--- config.mk ---
export PLATFORM = sky130hd
export DESIGN_NAME = periodic_req_queue
export DESIGN_NICKNAME = d
export VERILOG_FILES = /design/src/rtl/periodic_req_queue.sv
export SDC_FILE = /design/constraint.sdc
export NUM_CORES = 1
export LEC_CHECK = 0
export BUFFER_PORTS_ARGS = -buffer_cell sky130_fd_sc_hd__buf_2
export CORE_UTILIZATION = 59
export CTS_CLUSTER_DIAMETER = 200
export CTS_CLUSTER_SIZE = 10
export DETAILED_ROUTE_END_ITERATION = 16
export PLACE_DENSITY = 0.83
export SKIP_CTS_REPAIR_TIMING = 1
export SYNTH_ARGS = -nofsm -noshare
export SYNTH_HDL_FRONTEND = slang
export SYNTH_SLANG_ARGS = --single-unit
export TNS_END_PERCENT = 50
--- constraint.sdc ---
create_clock -name clk -period 6 [get_ports clk]
set_input_delay 1.2 -clock clk [delete_from_list [all_inputs] [get_ports clk]]
set_output_delay 1.2 -clock clk [all_outputs]
set_load 0.02 [all_outputs]
--- src/rtl/periodic_req_queue.sv ---
module periodic_req_queue #(
  parameter int DEPTH   = 4,
  parameter int CH_W    = 4,
  parameter int CNT_W   = 2,
  parameter int FRAME_W = 11
) (
  input  logic               clk,
  input  logic               rst_n,
  input  logic               push_valid,
  input  logic [CH_W-1:0]    push_ch,
  input  logic               push_odd,
  input  logic [CNT_W-1:0]   push_cnt,
  input  logic               push_dis,
  output logic               full,
  output logic               overflow,
  input  logic               sof_valid,
  input  logic [FRAME_W-1:0] sof_frame,
  output logic               tok_valid,
  output logic [CH_W-1:0]    tok_ch,
  input  logic               tok_ready,
  output logic               halt_valid,
  output logic [CH_W-1:0]    halt_ch
);
  localparam int PW = (DEPTH > 1) ? $clog2(DEPTH) : 1;
  localparam int OW = $clog2(DEPTH + 1);
  localparam logic [PW-1:0] LAST_SLOT = PW'(DEPTH - 1);

  logic [CH_W-1:0]  q_ch  [DEPTH];
  logic [CNT_W-1:0] q_cnt [DEPTH];
  logic [DEPTH-1:0] q_odd, q_dis;

  logic [PW-1:0]    rd_p, wr_p;
  logic [OW-1:0]    occ;
  logic             par, seen;
  logic [CNT_W-1:0] sent;

  logic             empty, head_dis, do_push, fire, last, dis_pop, pop;
  logic [CNT_W:0]   need;

  assign empty    = (occ == '0);
  assign full     = (occ == OW'(DEPTH));
  assign head_dis = q_dis[rd_p];
  assign tok_ch   = q_ch[rd_p];
  assign tok_valid = seen && !sof_valid && !empty && !head_dis && (q_odd[rd_p] == par);

  assign need    = (q_cnt[rd_p] == '0) ? (CNT_W+1)'(1) : {1'b0, q_cnt[rd_p]};
  assign do_push = push_valid && !full;
  assign fire    = tok_valid && tok_ready;
  assign last    = fire && (({1'b0, sent} + (CNT_W+1)'(1)) >= need);
  assign dis_pop = sof_valid && !empty && head_dis;
  assign pop     = last || dis_pop;

  always_ff @(posedge clk) begin
    if (do_push) begin
      q_ch[wr_p]  <= push_ch;
      q_cnt[wr_p] <= push_cnt;
      q_odd[wr_p] <= push_odd;
      q_dis[wr_p] <= push_dis;
    end
  end

  always_ff @(posedge clk) begin
    if (!rst_n) begin
      rd_p       <= '0;
      wr_p       <= '0;
      occ        <= '0;
      par        <= 1'b0;
      seen       <= 1'b0;
      sent       <= '0;
      overflow   <= 1'b0;
      halt_valid <= 1'b0;
      halt_ch    <= '0;
    end else begin
      if (do_push) wr_p <= (wr_p == LAST_SLOT) ? '0 : wr_p + PW'(1);
      if (pop)     rd_p <= (rd_p == LAST_SLOT) ? '0 : rd_p + PW'(1);
      occ <= occ + OW'(do_push) - OW'(pop);
      if (push_valid && full) overflow <= 1'b1;
      if (sof_valid) begin
        par  <= sof_frame[0];
        seen <= 1'b1;
      end
      if (sof_valid || pop) sent <= '0;
      else if (fire)        sent <= sent + CNT_W'(1);
      halt_valid <= dis_pop;
      if (dis_pop) halt_ch <= q_ch[rd_p];
    end
  end

  a_r1_occ_bound: assert property (@(posedge clk) disable iff (!rst_n)
    occ <= OW'(DEPTH));
  a_r2_ovf_sticky: assert property (@(posedge clk) disable iff (!rst_n)
    overflow |=> overflow);
  a_r3_quiet_on_sof: assert property (@(posedge clk) disable iff (!rst_n)
    sof_valid |-> !tok_valid);
  a_r5_halt_after_sof: assert property (@(posedge clk) disable iff (!rst_n)
    halt_valid |-> $past(sof_valid));
  a_r6_offer_held: assert property (@(posedge clk) disable iff (!rst_n)
    (tok_valid && !tok_ready && !push_valid) |=> (sof_valid || (tok_valid && $stable(tok_ch))));
  a_r8_full_no_fire_grow: assert property (@(posedge clk) disable iff (!rst_n)
    (full && !pop) |=> full);
endmodule

# == After elaboration in Yosys (flattened, before gate mapping) ==
# Memories as Yosys holds them, arrays and structs flattened. A register that Yosys moved wholly into a read port is not among the register bits.
# Cells that the tools add are included.
# totals
mem_count,2
regBits,25
word_cells,65
output_inout_bits,12
mem_bits_rw,24
# op_classes
bitwise,1
addsub,6
order_cmp,4
n_eq_ne,4
muxes,17
reduce_logical,20
# mem_list
name,depth,word_bits,rd,rd_ports_with_merged_regs,write_ports,line_no,text
q_ch,4,4,1,1,1,28,logic [CH_W-1:0] q_ch [DEPTH];
q_cnt,4,2,1,1,1,29,logic [CNT_W-1:0] q_cnt [DEPTH];
# op_table
cell,n
2-to-1 mux 2 bit,7
logical AND 1 bit,11
bitwise mux 4 bit,2
adder 2 x 1 -> 2 bit (second input constant),3
< comparator 2 x 3 -> 1 bit (second input constant),2
2-to-1 mux 1 bit,5
binary-select mux 1 bit (select 2 bit),2
== test 2 bit (second input constant),2
logical NOT 1 bit,4
adder 2 x 1 -> 3 bit (second input constant),1
adder 3 x 1 -> 3 bit,1
== test 3 bit (second input constant),1
>= comparator 3 x 2 -> 1 bit,1
logical NOT 3 bit,1
subtractor 3 x 1 -> 3 bit,1
demux 1 bit (select 2 bit),1
>= comparator 2 x 1 -> 1 bit (second input constant),1
logical NOT 2 bit,1
logical OR 1 bit,2
OR reduction 2 bit,1
== test 1 bit,1
NOT 1 bit,1

# == Longest topological paths before layout ==
# depth
depth_word,10
ltp_mapped,16

# == Least setup slack after synthesis ==
# OpenSTA, ideal clock, no wires.
# synth_timing
path_kind,in2reg
start,in sof_valid
end,reg occ[2]
setup_ns,0.128
required_time_ns,5.872
path_buffers,0
arrival_time_ns,3.305
path_stages,12
setup_slack_ns,2.568
cell_sequence,nand2b_1 > or4b_4 > o31a_1 > inv_1 > ha_1 > inv_1 > ha_1 > inv_1 > fa_1 > xor2_1 > xnor2_1 > nor2_1
# synth_via
elab_chain_cells,9
elab_cells_between_ends,11
cone_classes,add/sub (1); reduce/logical (10)
# synth_lines
element,line_no,text
"start, declared",16,"input logic sof_valid,"
logical NOT 1 bit,44,assign tok_valid = seen && !sof_valid && !empty && !head_dis && (q_odd[rd_p] == par);
logical AND 1 bit (4 in a row),44,
logical AND 1 bit,48,assign fire = tok_valid && tok_ready;
logical AND 1 bit,49,"assign last = fire && (({1'b0, sent} + (CNT_W+1)'(1)) >= need);"
logical OR 1 bit (*),51,assign pop = last || dis_pop;
subtractor 3 x 1 -> 3 bit (*),76,occ <= occ + OW'(do_push) - OW'(pop);
"end signal, assigned",76,
"end, declared",33,logic [OW-1:0] occ;
# Mark *: on every way between the ends. The rest lies on a longest branch, timed or not.
# A chain may end at the register's enable or synchronous reset.

==> impl_metrics.json <==
{
  "area_growth_pct": 11.3,
  "period_needed_ns": 3.65,
  "setup_tns_ns": 0,
  "drive_gt1_share_pct": 24.4,
  "grt_pass1_wl_mm": 5.21,
  "post-dp-hpwl_mm": 2.42,
  "critical_path_class": "reg2reg",
  "internal_power_w": 0.000560,
  "detail_route.wl_per_cell_um": 15.7,
  "syn_nets": 172,
  "drv_slew": 0,
  "leakage_nw": 0.911,
  "yosysWarningCount": 0,
  "p_sw_w": 0.000254,
  "ys_seq_area_share_pct": 65.0,
  "comb_power_share_pct": 26.2,
  "nets": 202,
  "clock_skew_ns": 0.0145,
  "dr.first_iter.drc_count": 33,
  "cp_slowest_cell": "dfxtp_1",
  "grt_overflow": 0,
  "crit_required_ns": 6.26,
  "met1_usage_pct": 25.5,
  "fin_ws_ns": 2.35,
  "drc": 0,
  "grt_max_degree": 17,
  "track_usage_pct": 20.9,
  "fmax_mhz": 274,
  "ant_nets": 0,
  "synthDistinctLibCells": 27,
  "start_kind": "flop",
  "worstMarginPinSlew_ns": 0.466,
  "min_path_cells": 2,
  "antenna_found_initial": 0,
  "clkPwrFrac_pct": 18.5,
  "met3_usage_pct": 4.83,
  "relSlewSlack_pct": 68.9,
  "fillers": 261,
  "maxCapViolations": 0,
  "p_per_area_mw_per_mm2": 355,
  "cts_max_level": 2,
  "clock_sinks": 51,
  "dieArea_mm2": 0.00374,
  "syn_area_mm2": 0.00206,
  "critPathMaxFanout": 6,
  "layout.cells.most_common": "edfxtp_1",
  "status": "finished, final reports clean",
  "cts_buffers": 5,
  "cpPeakStageDelay_ns": 0.60,
  "cts-root-buf": "clkbuf_4",
  "critical_path.cell_chain": "mux4_2 -> nand2b_1 -> ha_1 -> nand2b_1 -> a31oi_1 -> o31a_1 -> inv_1 -> ha_1 -> inv_1 -> ha_1 -> inv_1 -> fa_1 -> xor2_1 -> xnor2_1 -> nor2_1",
  "reg2reg_depth": 15,
  "insertion_delay_ns": 0.36,
  "busiest_layer": "met2",
  "seqPwrFrac_pct": 55.4,
  "wirelength_mm": 3.36,
  "grt_pass1_vias": 1168,
  "clockBufferDepth": 2,
  "end_kind": "flop",
  "vias": 1145,
  "gr-usage-met2_pct": 35.9,
  "worstHoldPathType": "reg2reg",
  "final-seq-area_mm2": 0.00134,
  "syn_avg_cell_area_um2": 15.1,
  "swShare_pct": 31.2,
  "cts.reportedPaths.clkPinSlew_ns": 0.14,
  "irDropWorstVdd_uv": 209,
  "multi_input_area_um2": 679,
  "post-route-period-util_pct": 60.8,
  "portBuffers": 25,
  "place_ws_ns": 2.24,
  "ios": 36,
  "die_x_um": 61.1,
  "cts_tree": "yes",
  "layout_common_cells": "edfxtp_1 (32), buf_2 (25), dfxtp_1 (19)",
  "post_synth_inst_count": 137,
  "hold_path_startpoint": "overflow$_SDFFE_PN0P_",
  "insertedDiodeCount": 0,
  "critPathArrivalTime_ns": 3.90,
  "die_height_um": 61.1,
  "via_per_inst": 5.35,
  "initial_core_util_pct": 61.8,
  "first_pass_iters": 4,
  "rsz0062_at_grt": "false",
  "rows": 21,
  "design.core.area_mm2": 0.00334,
  "hold_violations": 0,
  "gp_congestion": 0.709,
  "finalSetupViolCount": 0,
  "synth_seq_cells": 51
}
registers in the layout, summed over array words and instances, names as in the netlist, 2 cells and up, named ones only:
register	cells
q_cnt	8
wr_p	2
q_ch	16
rd_p	2
occ	3
halt_ch	4
q_dis	4
sent	2
q_odd	4
synthesized netlist by cell type:
| cell type | instances | area share [%] |
|---|---|---|
| nor3b_1 | 1 | 0.36 |
| xor2_1 | 2 | 0.85 |
| o31a_1 | 1 | 0.42 |
| or3b_1 | 1 | 0.42 |
| nor3_1 | 1 | 0.24 |
| ha_1 | 9 | 5.5 |
| mux2i_1 | 7 | 3.4 |
| inv_1 | 9 | 1.6 |
| xnor2_1 | 1 | 0.42 |
| o21ai_0 | 2 | 0.49 |
| nand2_1 | 6 | 1.1 |
| or3_1 | 3 | 0.91 |
| nand3b_1 | 1 | 0.36 |
| nor2b_1 | 1 | 0.30 |
| a21oi_1 | 5 | 1.2 |
| dfxtp_1 | 19 | 18 |
| o311ai_0 | 1 | 0.42 |
| edfxtp_1 | 32 | 47 |
| or4b_4 | 1 | 0.67 |
| fa_1 | 2 | 1.9 |
| clkbuf_1 | 2 | 0.36 |
| nor4_1 | 1 | 0.30 |
| mux4_2 | 8 | 8.7 |
| nand2b_1 | 3 | 0.91 |
| nor2_1 | 12 | 2.2 |
| and2_1 | 5 | 1.5 |
| a31oi_1 | 1 | 0.30 |
through the flow:
stage	util, %	cell area [um^2]	total power, W	hold WS [ns]	cells
after global routing	68.8	2290	0.000862	0.544	214
after floorplan	-	2060	0.000611	0.435	137
after detailed placement	67.0	2240	0.000674	0.455	206
after global placement	67.0	2240	0.000660	0.442	206
after CTS	68.8	2290	0.000820	0.489	214
final	68.8	2290	0.000814	0.485	214
cells by family (layout without fill, tap and decap cells):
| group | Yosys count | in the layout | share of synthesized area [%] |
|---|---|---|---|
| compound gates | 10 | 10 | 2.85 |
| xor+xnor | 3 | 3 | 1.27 |
| fa+ha+maj | 11 | 11 | 7.40 |
| buf+inv | 11 | 42 | 2.00 |
| flops | 51 | 51 | 65.0 |
| mux | 15 | 15 | 12.1 |
| simple gates | 36 | 36 | 9.28 |
final cells by class:
cell class	instances	area share, %
clock inverter	3	0.872
sequential	51	58.5
multi-input combinational	75	29.6
inverter	9	1.47
timing repair buffer	25	5.45
clock buffer	5	1.64
tap	46	2.51
layer usage:
metal | wire length (um) | up-vias | part of all wire [%]
met5 | 0 | - | 0
met4 | 58 | 0 | 1.7
met3 | 111 | 8 | 3.3
met2 | 1730 | 19 | 52
met1 | 1450 | 559 | 43
li1 | - | 559 | -
worst max-delay path, delay by kind of cell, from the launching register on:
family,cells,cell delay (ns)
DFF,1,0.60
muxes,1,0.55
adders and majority gates,4,1.05
and+or+nand+nor,3,0.35
AOI/OAI and AO/OA,2,0.48
xor gates and xnor gates,2,0.33
buffers and inverters,3,0.17
power by group through the flow:
stage | Clock, W | Sequential (W) | Combinational [W]
5_1_grt | 0.000167 | 0.000458 | 0.000237
6_report | 0.000150 | 0.000451 | 0.000213
3_5_place_dp | 0 | 0.000460 | 0.000215
2_1_floorplan | 0 | 0.000455 | 0.000156
3_3_place_gp | 0 | 0.000457 | 0.000203
4_1_cts | 0.000153 | 0.000452 | 0.000215
worst paths after layout:
kind | endpoint | slack [ns]
worst max register to register | occ[2]$_SDFF_PN0_ | 2.35
worst max-delay path | occ[2]$_SDFF_PN0_ | 2.35
worst min-delay path | overflow$_SDFFE_PN0P_ | 0.48
worst min register to register | overflow$_SDFFE_PN0P_ | 0.48
(Power assumes the default switching activity.)
